### src/rtl/field_rep_seq_pkg.sv
package field_rep_seq_pkg;

  typedef enum logic {
    PAR_B = 1'b0,
    PAR_A = 1'b1
  } fpar_e;

  localparam int SLOT_W = 1;

  // A field start is in order when its parity differs from the field before.
  function automatic logic par_in_order(input fpar_e prev, input fpar_e now);
    return now != prev;
  endfunction

  // The other slot of the two-slot store.
  function automatic logic [SLOT_W-1:0] other_slot(input logic [SLOT_W-1:0] s);
    return ~s;
  endfunction

endpackage

### src/rtl/fseq_tracker.sv
module fseq_tracker
  import field_rep_seq_pkg::*;
(
  input  logic  clk,
  input  logic  rst_n,
  input  logic  in_fstart,
  input  fpar_e in_par,
  output logic  sync_q,
  output fpar_e cur_par,
  output logic  field_ok,
  output logic  sync_d
);

  // Field ending at this start was captured in order.
  assign field_ok = in_fstart & sync_q & par_in_order(cur_par, in_par);
  // Stay locked on an in-order start; a fresh A always (re)acquires lock.
  assign sync_d   = in_fstart ? (field_ok | (in_par == PAR_A)) : sync_q;

  always_ff @(posedge clk) begin
    if (!rst_n) begin
      sync_q  <= 1'b0;
      cur_par <= PAR_B;
    end else if (in_fstart) begin
      sync_q  <= sync_d;
      cur_par <= in_par;
    end
  end

  AST_LOCK_NEEDS_A: assert property (@(posedge clk) disable iff (!rst_n)
    $rose(sync_q) |-> $past(in_par) == PAR_A);

endmodule

### src/rtl/fseq_mode.sv
module fseq_mode
  import field_rep_seq_pkg::*;
(
  input  logic  clk,
  input  logic  rst_n,
  input  logic  in_fstart,
  input  fpar_e in_par,
  input  logic  freeze,
  input  logic  b_done,
  output logic  frozen,
  output logic  frozen_d,
  output logic  engage,
  output logic  release_ev
);

  assign engage     = in_fstart & b_done & freeze & ~frozen;
  assign release_ev = in_fstart & frozen & ~freeze & (in_par == PAR_A);
  assign frozen_d   = engage ? 1'b1 : (release_ev ? 1'b0 : frozen);

  always_ff @(posedge clk) begin
    if (!rst_n) frozen <= 1'b0;
    else        frozen <= frozen_d;
  end

  AST_RELEASE_AT_A: assert property (@(posedge clk) disable iff (!rst_n)
    $fell(frozen) |-> $past(in_fstart) && $past(in_par) == PAR_A && !$past(freeze));

  AST_ENGAGE_ON_REQ: assert property (@(posedge clk) disable iff (!rst_n)
    $rose(frozen) |-> $past(in_fstart) && $past(freeze));

endmodule

### src/rtl/fseq_reader.sv
module fseq_reader
  import field_rep_seq_pkg::*;
(
  input  logic              clk,
  input  logic              rst_n,
  input  logic              out_fstart,
  input  logic              frozen,
  input  logic              take,
  input  logic [SLOT_W-1:0] take_sel,
  input  fpar_e             take_par,
  output logic [SLOT_W-1:0] rd_sel,
  output fpar_e             rd_par,
  output logic [SLOT_W-1:0] rd_sel_d
);

  fpar_e rd_par_d;

  always_comb begin
    rd_sel_d = rd_sel;
    rd_par_d = rd_par;
    if (out_fstart) begin
      if (frozen) begin
        rd_sel_d = other_slot(rd_sel);
        rd_par_d = (rd_par == PAR_A) ? PAR_B : PAR_A;
      end else if (take) begin
        rd_sel_d = take_sel;
        rd_par_d = take_par;
      end
    end
  end

  always_ff @(posedge clk) begin
    if (!rst_n) begin
      rd_sel <= '0;
      rd_par <= PAR_B;
    end else begin
      rd_sel <= rd_sel_d;
      rd_par <= rd_par_d;
    end
  end

  AST_HOLD_BETWEEN: assert property (@(posedge clk) disable iff (!rst_n)
    !out_fstart |=> $stable(rd_sel) && $stable(rd_par));

  AST_FROZEN_ALTERNATE: assert property (@(posedge clk) disable iff (!rst_n)
    (frozen && out_fstart) |=> rd_par != $past(rd_par) && rd_sel != $past(rd_sel));

endmodule

### src/rtl/field_rep_seq.sv
module field_rep_seq
  import field_rep_seq_pkg::*;
(
  input  logic clk,
  input  logic rst_n,
  input  logic in_fstart,
  input  logic in_par,
  input  logic out_fstart,
  input  logic freeze,
  output logic rd_sel,
  output logic rd_par,
  output logic wr_sel,
  output logic wr_en,
  output logic frozen
);

  fpar_e in_par_e;
  fpar_e cur_par;
  fpar_e rd_par_e;
  logic  sync_q, sync_d, field_ok;
  logic  frozen_d, engage, release_ev;
  logic  done_ok, b_done, take;
  logic [SLOT_W-1:0] rd_sel_d, rd_sel_q, wr_sel_q;

  assign in_par_e = fpar_e'(in_par);

  fseq_tracker u_track (
    .clk      (clk),
    .rst_n    (rst_n),
    .in_fstart(in_fstart),
    .in_par   (in_par_e),
    .sync_q   (sync_q),
    .cur_par  (cur_par),
    .field_ok (field_ok),
    .sync_d   (sync_d)
  );

  // A field counts as complete only if it was actually written.
  assign done_ok = field_ok & wr_en;
  assign b_done  = done_ok & (cur_par == PAR_B);
  assign take    = done_ok & out_fstart;

  fseq_mode u_mode (
    .clk       (clk),
    .rst_n     (rst_n),
    .in_fstart (in_fstart),
    .in_par    (in_par_e),
    .freeze    (freeze),
    .b_done    (b_done),
    .frozen    (frozen),
    .frozen_d  (frozen_d),
    .engage    (engage),
    .release_ev(release_ev)
  );

  fseq_reader u_read (
    .clk       (clk),
    .rst_n     (rst_n),
    .out_fstart(out_fstart),
    .frozen    (frozen),
    .take      (take),
    .take_sel  (wr_sel_q),
    .take_par  (cur_par),
    .rd_sel    (rd_sel_q),
    .rd_par    (rd_par_e),
    .rd_sel_d  (rd_sel_d)
  );

  // Writer: each new field goes to the slot the reader will not be using.
  always_ff @(posedge clk) begin
    if (!rst_n) begin
      wr_en    <= 1'b0;
      wr_sel_q <= '0;
    end else if (in_fstart) begin
      wr_en    <= sync_d & ~frozen_d;
      wr_sel_q <= other_slot(rd_sel_d);
    end
  end

  assign rd_sel = rd_sel_q;
  assign wr_sel = wr_sel_q;
  assign rd_par = rd_par_e;

  AST_SLOTS_DISJOINT: assert property (@(posedge clk) disable iff (!rst_n)
    wr_en |-> wr_sel_q != rd_sel_q);

  AST_FROZEN_NO_WRITE: assert property (@(posedge clk) disable iff (!rst_n)
    frozen |-> !wr_en);

  AST_ENGAGE_AFTER_B: assert property (@(posedge clk) disable iff (!rst_n)
    engage |=> frozen && rd_par_e == PAR_B);

  AST_TAKE_SAME_CYCLE: assert property (@(posedge clk) disable iff (!rst_n)
    (take && !frozen) |=> rd_par_e == $past(cur_par) && rd_sel_q == $past(wr_sel_q));

  AST_NO_WRITE_UNLOCKED: assert property (@(posedge clk) disable iff (!rst_n)
    (in_fstart && !sync_d) |=> !wr_en);

endmodule

### config.mk
export PLATFORM = sky130hd
export DESIGN_NAME = field_rep_seq
export DESIGN_NICKNAME = d
export VERILOG_FILES = /design/src/rtl/field_rep_seq_pkg.sv /design/src/rtl/fseq_tracker.sv /design/src/rtl/fseq_mode.sv /design/src/rtl/fseq_reader.sv /design/src/rtl/field_rep_seq.sv
export SDC_FILE = /design/constraint.sdc
export NUM_CORES = 1
export LEC_CHECK = 0
export ABC_CLOCK_PERIOD_IN_PS = 1100
export BUFFER_PORTS_ARGS = -buffer_cell sky130_fd_sc_hd__buf_2
export CAP_MARGIN = 20
export CORE_AREA = 3 3 40 42
export CTS_CLUSTER_DIAMETER = 30
export CTS_CLUSTER_SIZE = 14
export DETAILED_ROUTE_END_ITERATION = 8
export DIE_AREA = 0 0 43 45
export HOLD_SLACK_MARGIN = 0.06
export SLEW_MARGIN = 20
export SYNTH_ARGS = -nofsm -noshare
export SYNTH_HDL_FRONTEND = slang
export SYNTH_SLANG_ARGS = --single-unit
### constraint.sdc
create_clock -name clk -period 1.1 [get_ports clk]
set_input_delay 0.055 -clock clk [delete_from_list [all_inputs] [get_ports clk]]
set_output_delay 0.055 -clock clk [all_outputs]
set_load 0.02 [all_outputs]
==> results_dict.tcl <==
set metrics [dict create \
    critical_path_start_type "flop" \
    dr_total_vias 358 \
    post_layout_nonfiller_instances 72 \
    power_density_mw_per_mm2 1170 \
    grt_pass1_vias 304 \
    detail_route.vias_per_cell 4.97 \
    filler_cell_count 137 \
    postPlaceCellArea_um2 448 \
    initial_core_util_pct 30.8 \
    post-synth-top-area-fraction_pct 35.4 \
    final-hold-violation-count 0 \
    flip_flop_and_latch_count_after_synthesis 7 \
    combinationalPowerShare_pct 12.5 \
    power.switching_uw 148 \
    starting_drc_count_in_detailed_routing 1 \
    post-route-worst-setup-slack_ps 26.9 \
    drt-pass1-iter-count 2 \
    port_buffers 10 \
    drv.max_cap_violation_count 0 \
    synth-seq-area-share_pct 35.4 \
    cp_slowest_cell "sky130_fd_sc_hd__a311o_1" \
    clock_tree.buffer_depth 2 \
    antenna_cells 0 \
    share_clk_of_total_power_pct 41.2 \
    crit_path_max_fanout 6 \
    timing.final.setup_violations 0 \
    synth_instances 45 \
    path_clk_slew_ps 60 \
    cts_root_buffer "sky130_fd_sc_hd__clkbuf_4" \
    status "completed" \
    endpoint_kind "flop" \
    library_cell_occupying_the_most_area_in_the_post_synthesis_netlist "sky130_fd_sc_hd__dfxtp_1" \
    worst_r2r_path_depth 3 \
    finalCriticalPeriod_ps 1070 \
    finalSetupTns_ps 0 \
    drt-total-wl_um 804 \
    routabilityCongestion 0.667 \
    grt_overflow_total 0 \
    finish.net_count 64 \
    dp.cells 68 \
    cts_max_level 1 \
    area.growth.synth_to_final_pct 25.0 \
    critPathTopFamily "compound AO/OA/AOI/OAI gates" \
    fin_skew_ps 5.11 \
    synth.area.top_cells "sky130_fd_sc_hd__dfxtp_1 35%, sky130_fd_sc_hd__buf_6 5.7%, sky130_fd_sc_hd__nand2_1 5.7%" \
    cp_num_cells 3 \
    hold_class "in2reg" \
    dieHeight_um 45 \
    crit_arrival_ps 1220 \
    tritoncts "yes" \
    final_area_um2 494 \
    ys_warn_count 0 \
    critical_path_class "reg2reg" \
    netlist-cell-type-count 26 \
    power.internal_uw 431 \
    critPathBufInv 0 \
    globalRouteTotalUtil_pct 9.36 \
    post-route-util_pct 38.5 \
    clock_latency_ps 250 \
    maxSlewHeadroom_pct 88.1 \
    timing.final.crit_share_pct 97.6 \
    tightestPinTransition_ps 178 \
    drive_above_1_share_pct 35.1 \
    finalHoldWorstSlack_ps 120 \
    placement.setup.worst_slack_ps -2.75 \
    clock_sinks 7 \
    antenna_found_initial 0 \
    post-layout-total-power_uw 580 \
    mappedNetlistArea_um2 395 \
    placeableCoreArea_mm2 0.00128 \
    die_width_um 43 \
    cts_buffers 3 \
    cell_by_cell_listing_of_the_critical_path "and3_4, a311o_1, o311a_1" \
    dieArea_mm2 0.00194 \
    wire_length_of_the_first_global_routing_pass_um 1270 \
    total_leakage_power_nw 0.217 \
    ir_worst_vdd_uv 806 \
    critical_path_required_ps 1240 \
    post-route-drc-count 0 \
    pin_count 11 \
    sequential_power_share_pct 46.3 \
    final_max_slew_viol_count 0 \
    post_detailed_route_count_of_antenna_violating_nets 0 \
    grt_max_degree 11 \
    dr_wl_cell_um 11.2 \
    power.switching_fraction_pct 25.6 \
    achievable-frequency_ghz 0.932 \
    syn_avg_cell_area_um2 8.79 \
    rows 13 \
    ctsHoldBuffers 0 \
    critical-path-max-stage-delay_ps 350 \
    rsz_0062_raised_after_global_routing "no" \
    synth_nets 51 \
    count_of_cells_along_the_worst_hold_path 3 \
]
[metal layers]
| metal | track usage [%] | wire length, µm | vias to the layer above |
|---|---|---|---|
| met5 | 0 | 0 | - |
| met4 | 3.61 | 0 | 0 |
| met3 | 6.77 | 79 | 0 |
| met2 | 14.4 | 350 | 12 |
| met1 | 9.98 | 374 | 159 |
| li1 | - | - | 187 |
[layout by cell type (no fill, tap or decap), types with 2 or more instances in the layout]
master	n
sky130_fd_sc_hd__and2_1	2
sky130_fd_sc_hd__inv_1	3
sky130_fd_sc_hd__nor2b_1	2
sky130_fd_sc_hd__a31oi_1	2
sky130_fd_sc_hd__nand2_1	6
sky130_fd_sc_hd__dfxtp_1	4
sky130_fd_sc_hd__buf_2	10
sky130_fd_sc_hd__dfxtp_4	2
sky130_fd_sc_hd__nand3b_1	2
sky130_fd_sc_hd__clkbuf_4	3
sky130_fd_sc_hd__o21ai_0	2
[power groups by stage]
stage	clock [mW]	combinational, mW	sequential, mW
after global placement	0	0.0704	0.274
after global routing	0.267	0.0813	0.270
after CTS	0.250	0.0704	0.269
final	0.239	0.0724	0.268
after detailed placement	0	0.0704	0.274
after floorplan	0	0.0411	0.280
[cells in the mapped netlist]
cell type                  number
sky130_fd_sc_hd__nor2b_1        2
sky130_fd_sc_hd__clkbuf_2       1
sky130_fd_sc_hd__o311a_1        1
sky130_fd_sc_hd__mux2i_1        1
sky130_fd_sc_hd__and3_4         1
sky130_fd_sc_hd__dfxtp_1        7
sky130_fd_sc_hd__a31oi_1        2
sky130_fd_sc_hd__nand2_1        6
sky130_fd_sc_hd__and2_1         2
sky130_fd_sc_hd__buf_6          2
sky130_fd_sc_hd__and3_1         1
sky130_fd_sc_hd__inv_1          3
sky130_fd_sc_hd__a311o_1        1
sky130_fd_sc_hd__a31o_1         1
sky130_fd_sc_hd__a21boi_0       1
sky130_fd_sc_hd__xor2_1         1
sky130_fd_sc_hd__o21ai_1        1
sky130_fd_sc_hd__a32oi_1        1
sky130_fd_sc_hd__a41o_1         1
sky130_fd_sc_hd__o21ai_0        2
sky130_fd_sc_hd__o211ai_1       1
sky130_fd_sc_hd__nand3b_1       2
sky130_fd_sc_hd__and2b_1        1
sky130_fd_sc_hd__a41oi_1        1
sky130_fd_sc_hd__nand3_1        1
sky130_fd_sc_hd__o22ai_1        1
[layout make-up]
type,count,area (µm²),share of cell area [%]
Inverter,3,11.3,2.28
Clock buffer,4,26.3,5.32
Multi-Input combinational cell,32,231,46.8
Sequential cell,7,149,30.1
Timing Repair Buffer,11,57.6,11.6
Tap cell,15,18.8,3.80
[path summary, 6_finish.rpt]
path,slack [ps],start,end
hold / removal,120,freeze,u_mode.frozen
setup reg to reg,30,wr_en,wr_sel
setup / recovery,30,wr_en,wr_sel
hold reg to reg,480,u_read.rd_par,u_read.rd_par
[cells by family after synthesis]
kind of cell | count (synthesis) | synth area share, %
simple gates | 16 | 23.4
compound gates | 14 | 26.6
flops | 7 | 35.4
buf+inv | 6 | 9.81
xor+xnor | 1 | 2.22
mux | 1 | 2.53
[worst min-delay path, stage by stage]
cell and delay [ps]:
sky130_fd_sc_hd__buf_2 90, sky130_fd_sc_hd__a32oi_2 90, sky130_fd_sc_hd__nor2b_1 90
[what timing repair did]
action,4_1_cts,5_1_grt
pin swaps,0,1
hold endpoints to repair,0,0
gates resized for setup,1,4
setup endpoints to repair,1,2
buffers inserted,0,0
(Power assumes the default switching activity.)
